--- src/rtl/snoop_pkg.sv ---
package snoop_pkg;
  typedef enum logic [1:0] {
    UPD_FILL  = 2'd0,
    UPD_EVICT = 2'd1,
    UPD_DIRTY = 2'd2
  } upd_op_e;
endpackage

--- src/rtl/snoop_tag_dup.sv ---
module snoop_tag_dup
  import snoop_pkg::*;
#(
  parameter int SETS  = 16,
  parameter int IDX_W = 4,
  parameter int TAG_W = 24
) (
  input  logic             clk,
  input  logic             rst_n,
  input  logic [IDX_W-1:0] lk_index,
  input  logic [TAG_W-1:0] lk_tag,
  output logic             lk_hit,
  output logic             lk_dirty,
  input  logic             upd_valid,
  input  upd_op_e          upd_op,
  input  logic [IDX_W-1:0] upd_index,
  input  logic [TAG_W-1:0] upd_tag,
  input  logic             drop_en,
  input  logic [IDX_W-1:0] drop_index,
  input  logic             cln_en,
  input  logic [IDX_W-1:0] cln_index
);
  logic [SETS-1:0]  vld_q;
  logic [SETS-1:0]  drt_q;
  logic [TAG_W-1:0] tag_q [SETS];

  // Lookup sees the state before any write of this cycle.
  assign lk_hit   = vld_q[lk_index] && (tag_q[lk_index] == lk_tag);
  assign lk_dirty = drt_q[lk_index];

  always_ff @(posedge clk) begin
    if (!rst_n) begin
      vld_q <= '0;
      drt_q <= '0;
      for (int i = 0; i < SETS; i++) tag_q[i] <= '0;
    end else begin
      for (int i = 0; i < SETS; i++) begin
        if (upd_valid && upd_index == IDX_W'(i)) begin
          // Main-cache changes take priority over snoop effects.
          unique case (upd_op)
            UPD_FILL: begin
              vld_q[i] <= 1'b1;
              drt_q[i] <= 1'b0;
              tag_q[i] <= upd_tag;
            end
            UPD_EVICT: begin
              vld_q[i] <= 1'b0;
              drt_q[i] <= 1'b0;
            end
            UPD_DIRTY: drt_q[i] <= 1'b1;
            default: ;
          endcase
        end else begin
          if (drop_en && drop_index == IDX_W'(i)) begin
            vld_q[i] <= 1'b0;
            drt_q[i] <= 1'b0;
          end
          if (cln_en && cln_index == IDX_W'(i)) drt_q[i] <= 1'b0;
        end
      end
    end
  end
endmodule

--- src/rtl/snoop_inv_fifo.sv ---
module snoop_inv_fifo #(
  parameter int W     = 4,
  parameter int DEPTH = 4
) (
  input  logic         clk,
  input  logic         rst_n,
  input  logic         push,
  input  logic [W-1:0] din,
  output logic         full,
  output logic         out_valid,
  input  logic         out_ready,
  output logic [W-1:0] dout
);
  localparam int PTR_W = (DEPTH > 1) ? $clog2(DEPTH) : 1;
  localparam int CNT_W = PTR_W + 1;

  logic [W-1:0]     mem [DEPTH];
  logic [PTR_W-1:0] wr_ptr, rd_ptr;
  logic [CNT_W-1:0] count;
  logic             do_push, do_pop;

  assign full      = (count == CNT_W'(DEPTH));
  assign out_valid = (count != '0);
  assign dout      = mem[rd_ptr];
  assign do_push   = push && !full;
  assign do_pop    = out_valid && out_ready;

  always_ff @(posedge clk) begin
    if (!rst_n) begin
      wr_ptr <= '0;
      rd_ptr <= '0;
      count  <= '0;
    end else begin
      if (do_push) begin
        mem[wr_ptr] <= din;
        wr_ptr <= (wr_ptr == PTR_W'(DEPTH - 1)) ? '0 : wr_ptr + 1'b1;
      end
      if (do_pop) rd_ptr <= (rd_ptr == PTR_W'(DEPTH - 1)) ? '0 : rd_ptr + 1'b1;
      case ({do_push, do_pop})
        2'b10:   count <= count + 1'b1;
        2'b01:   count <= count - 1'b1;
        default: ;
      endcase
    end
  end
endmodule

--- src/rtl/snoop_itv_seq.sv ---
module snoop_itv_seq #(
  parameter int IDX_W      = 4,
  parameter int LINE_WORDS = 4,
  parameter int WORD_W     = 2
) (
  input  logic              clk,
  input  logic              rst_n,
  input  logic              start,
  input  logic [IDX_W-1:0]  start_index,
  output logic              busy,
  output logic              last,
  output logic [IDX_W-1:0]  index,
  output logic [WORD_W-1:0] word
);
  localparam logic [WORD_W-1:0] LAST_WORD = WORD_W'(LINE_WORDS - 1);

  assign last = busy && (word == LAST_WORD);

  always_ff @(posedge clk) begin
    if (!rst_n) begin
      busy  <= 1'b0;
      word  <= '0;
      index <= '0;
    end else if (start) begin
      busy  <= 1'b1;
      word  <= '0;
      index <= start_index;
    end else if (busy) begin
      if (last) busy <= 1'b0;
      else      word <= word + 1'b1;
    end
  end
endmodule

--- src/rtl/snoop_ctrl.sv ---
module snoop_ctrl
  import snoop_pkg::*;
#(
  parameter int ADDR_W     = 32,
  parameter int DATA_W     = 32,
  parameter int LINE_WORDS = 4,
  parameter int SETS       = 16,
  parameter int INV_DEPTH  = 4,
  localparam int WORD_W    = $clog2(LINE_WORDS),
  localparam int IDX_W     = $clog2(SETS),
  localparam int OFF_W     = WORD_W + $clog2(DATA_W / 8),
  localparam int TAG_W     = ADDR_W - IDX_W - OFF_W
) (
  input  logic              clk,
  input  logic              rst_n,
  input  logic              snp_valid,
  output logic              snp_ready,
  input  logic              snp_write,
  input  logic [ADDR_W-1:0] snp_addr,
  output logic              itv_req,
  output logic              itv_valid,
  output logic [DATA_W-1:0] itv_data,
  output logic              itv_last,
  output logic [IDX_W-1:0]  line_rd_index,
  output logic [WORD_W-1:0] line_rd_word,
  input  logic [DATA_W-1:0] line_rd_data,
  output logic              clean_valid,
  output logic [IDX_W-1:0]  clean_index,
  input  logic              upd_valid,
  input  logic [1:0]        upd_op,
  input  logic [IDX_W-1:0]  upd_index,
  input  logic [TAG_W-1:0]  upd_tag,
  output logic              inv_valid,
  input  logic              inv_ready,
  output logic [IDX_W-1:0]  inv_index
);
  logic [IDX_W-1:0] lk_index;
  logic [TAG_W-1:0] lk_tag;
  logic             lk_hit, lk_dirty;
  logic             accept, q_full, q_push, itv_start;
  logic             seq_busy, seq_last;

  assign lk_index = snp_addr[OFF_W +: IDX_W];
  assign lk_tag   = snp_addr[ADDR_W-1 -: TAG_W];

  assign snp_ready = !seq_busy && !q_full;
  assign accept    = snp_valid && snp_ready;
  assign q_push    = accept && snp_write && lk_hit;
  assign itv_start = accept && !snp_write && lk_hit && lk_dirty;
  assign itv_req   = itv_start;

  snoop_tag_dup #(.SETS(SETS), .IDX_W(IDX_W), .TAG_W(TAG_W)) u_tags (
    .clk        (clk),
    .rst_n      (rst_n),
    .lk_index   (lk_index),
    .lk_tag     (lk_tag),
    .lk_hit     (lk_hit),
    .lk_dirty   (lk_dirty),
    .upd_valid  (upd_valid),
    .upd_op     (upd_op_e'(upd_op)),
    .upd_index  (upd_index),
    .upd_tag    (upd_tag),
    .drop_en    (q_push),
    .drop_index (lk_index),
    .cln_en     (seq_last),
    .cln_index  (line_rd_index)
  );

  snoop_inv_fifo #(.W(IDX_W), .DEPTH(INV_DEPTH)) u_invq (
    .clk       (clk),
    .rst_n     (rst_n),
    .push      (q_push),
    .din       (lk_index),
    .full      (q_full),
    .out_valid (inv_valid),
    .out_ready (inv_ready),
    .dout      (inv_index)
  );

  snoop_itv_seq #(.IDX_W(IDX_W), .LINE_WORDS(LINE_WORDS), .WORD_W(WORD_W)) u_seq (
    .clk         (clk),
    .rst_n       (rst_n),
    .start       (itv_start),
    .start_index (lk_index),
    .busy        (seq_busy),
    .last        (seq_last),
    .index       (line_rd_index),
    .word        (line_rd_word)
  );

  assign itv_valid   = seq_busy;
  assign itv_last    = seq_last;
  assign itv_data    = line_rd_data;
  assign clean_valid = seq_last;
  assign clean_index = line_rd_index;
endmodule

--- config.mk ---
export PLATFORM = sky130hd
export DESIGN_NAME = snoop_ctrl
export DESIGN_NICKNAME = d
export VERILOG_FILES = /design/src/rtl/snoop_pkg.sv /design/src/rtl/snoop_tag_dup.sv /design/src/rtl/snoop_inv_fifo.sv /design/src/rtl/snoop_itv_seq.sv /design/src/rtl/snoop_ctrl.sv
export SDC_FILE = /design/constraint.sdc
export NUM_CORES = 1
export LEC_CHECK = 0
export BUFFER_PORTS_ARGS = -buffer_cell sky130_fd_sc_hd__buf_2
export CORE_UTILIZATION = 40
export CTS_CLUSTER_DIAMETER = 100
export DETAILED_ROUTE_END_ITERATION = 8
export HOLD_SLACK_MARGIN = 0.1
export PLACE_DENSITY_LB_ADDON = 0.12
export SETUP_SLACK_MARGIN = 0.15
export SLEW_MARGIN = 0
export SYNTH_ARGS = -nofsm -noshare
export SYNTH_HDL_FRONTEND = slang
export SYNTH_HIERARCHICAL = 1
export SYNTH_SLANG_ARGS = --single-unit
--- constraint.sdc ---
create_clock -name clk -period 7.84 [get_ports clk]
set_clock_uncertainty 0.1 [all_clocks]
set_input_delay 0.784 -clock clk [delete_from_list [all_inputs] [get_ports clk]]
set_output_delay 0.784 -clock clk [all_outputs]
set_load 0.05 [all_outputs]
==> metrics.txt <==
R2R setup slack 2.89 ns; Setup WS post-layout 2.245 ns; Mapped Cells 1444; # diodes 0; internal power 4.314 mW; Global Route Usage Sum 0.2211; Yosys reg bits 448; EDFF count, synth 400; max-cap violation count 0; Detail Placement HPWL 34490 um; die area 0.05141 mm^2; clock share of power 0.423; RR Endpoint u_invq/count[2]; CP Buf/Inv Count 3; largest net degree at the start of global routing 58; Max VDD drop 0.1680 mV; RSZ-0062 raised after global routing no; Max FO, Critical Path 57; type of the worst min-delay path reg2reg; CTS Sinks 448; fraction of the yosys area taken by sequential cells 0.6421; crit path launch type primary input; Layout area overhead 12.03%; initial antenna violation count 0; CP dominant cell by count and4_1; Site Rows 81; Clock Path Buffers 3; H-Tree Level Count 2; crit path max-delay cell type mux4_1; WL/cell 25.49 um; worst r2r src u_tags/tag_q[7][5]; fin. max-slew vios 0; Synth Cell Area 0.02020 mm^2; io pins 152; synth cell count leaders edfxtp_1, nor2_1, nand2_1; hold buffer count at CTS 0; initial core utilization 0.4094; Hold EP u_tags/vld_q[15]; setup_tns 0 ns; syn avg cell area 13.99 um^2; Flop pwr share 0.498; antenna viol nets, final 0; CTS tree built; core area 0.04936 mm^2; switching share of total power 0.2244; RePlAce Congestion 0.8806; Power Total 5.562 mW; routed wire length 55730 um; synth top area cells edfxtp_1, mux4_2, nor2_1; most frequent cell after synthesis edfxtp_1; area share of the largest cell type after synthesis 0.5945; ys flop type edfxtp_1; cell count along the critical path 11; drt drc 0; power density over cell area 245.7 mW/mm^2; vias per cell 5.606; post-route clock period utilization 0.7136; Yosys top cell by area edfxtp_1; Worst path max stage delay 0.60 ns; Port-buffer cells 83; vias in the first global route 12200; CP endpoint kind output pin; post_cts resized 0; CP Cell Sequence buf_6 -> buf_12 -> mux4_1 -> mux2i_1 -> xor2_1 -> and4_1 -> a21oi_1 -> or4_1 -> nor3_2 -> and4_1 -> buf_2; total grt overflow 0; Worst-Margin Slew 0.9667 ns; die span in x 226.7 um; Leak 7.919 nW; DRT iter0 DRCs 1217; Netlist cell types 65; nets 1590; Final Critical Period 5.595 ns; crit path kind in2out; HP Start u_tags/vld_q[15]; clk root buf clkbuf_16; Worst Path Required 6.96 ns; depth of the most critical reg-to-reg path 16; WP data arrival 4.71 ns; DR vias 12260; Syn Nets 1552; clock latency on the worst-skew pair 0.59 ns; clock-pin slew on the worst setup and hold paths 0.06 ns; Psw 1.248 mW; Setup WS pre-CTS 1.479 ns; layout cells sized above 1 0.1978; hold-critical path depth 2; CTS Buf Count 49; Fin. Hold Viols 0; post-CTS setup buffer count 0; Synth async-reset ratio 0; FMAX 178.7 MHz; outcome complete, no violations; number of synthesis warnings 6; Gate power share 0.080; Final Setup Violations 0; crit-path leading delay family simple AND/OR/NAND/NOR gates; 1st-pass router iterations 6; first-pass GRT wire length 81510 um; max_slew headroom 0.3541; DIE HEIGHT 226.7 um
==> final cells by class <==
type / instances / area (um^2)
Fill cell: 4469 / 26720
Sequential cell: 448 / 12970
Multi-Input combinational cell: 822 / 6327
Clock buffer: 71 / 1381
Tap cell: 664 / 830.8
Timing Repair Buffer: 120 / 720.7
Clock inverter: 20 / 247.7
Inverter: 41 / 153.9
==> routing by layer <==
metal / track usage / wire (um)
met1: 0.3195 / 25130
met2: 0.3487 / 26020
met3: 0.03512 / 3657
met4: 0.05318 / 920
met5: 0 / 0
==> cells by family after synthesis <==
group	after synthesis	share of synthesized area
simple gates	495	0.1053
flops	448	0.6421
buf+inv	174	0.04502
mux	158	0.1454
compound gates	134	0.04514
xor+xnor	27	0.01170
fa+ha+maj	8	0.005326
==> layout by cell type, fill, tap and decap left out, types with 18 or more instances in the layout <==
| cell | synthesis | routed |
|---|---|---|
| clkbuf_16 | 0 | 51 |
| nor2_1 | 294 | 294 |
| mux4_2 | 94 | 94 |
| edfxtp_1 | 400 | 400 |
| buf_2 | 12 | 80 |
| dfxtp_1 | 48 | 48 |
| a21boi_0 | 22 | 22 |
| nand2_1 | 106 | 104 |
| xor2_1 | 18 | 18 |
| a21oi_1 | 30 | 30 |
| o21ai_0 | 21 | 21 |
| mux2i_1 | 52 | 52 |
| buf_4 | 48 | 37 |
| inv_1 | 39 | 39 |
==> worst max path at each step <==
stage | startpoint | endpoint
floorplan | snp_addr[4] | u_invq/count[2]
global placement | snp_addr[4] | u_invq/count[2]
detailed placement | snp_addr[4] | u_invq/count[2]
CTS | snp_addr[4] | itv_req
global route | snp_addr[4] | u_invq/count[2]
finish | snp_addr[4] | itv_req
==> worst reg2reg max path, cell delays in order, from the launching register on <==
cell	delay (ns)
edfxtp_1	0.35
mux4_2	0.50
mux2i_1	0.42
o22ai_1	0.21
a2111oi_2	0.36
a31oi_1	0.07
or4_1	0.57
nor3_2	0.28
and4_1	0.40
nor2b_1	0.48
inv_1	0.11
ha_1	0.24
inv_1	0.09
fa_1	0.18
xor2_1	0.08
or3_1	0.30
a21boi_0	0.16
==> power by group through the flow <==
stage | logic [mW] | clock network [mW] | registers (mW)
after floorplan | 0.327 | 0 | 2.80
after global placement | 0.442 | 0 | 2.81
after detailed placement | 0.445 | 0 | 2.82
after CTS | 0.446 | 2.40 | 2.77
after global routing | 0.472 | 2.48 | 2.78
final | 0.443 | 2.35 | 2.77
==> state kept, by name, indices dropped and copies added (netlist names), named ones only <==
name,flops
u_tags/drt_q,16
u_seq/word,2
u_seq/busy,1
u_invq/mem,16
u_tags/vld_q,16
u_invq/rd_ptr,2
u_tags/tag_q,384
u_invq/wr_ptr,2
u_invq/count,3
u_seq/index,4
==> metrics by stage <==
stage,instances,hold slack [ns],instance area (um^2),util
global route,2186,0.3984,22630,0.4586
floorplan,1444,0.3402,20200,-
detailed placement,2095,0.3591,21010,0.4256
global placement,2095,0.3514,21010,0.4256
CTS,2186,0.3678,22630,0.4586
finish,2186,0.3690,22630,0.4586
Power figures use the tool's default switching activity.
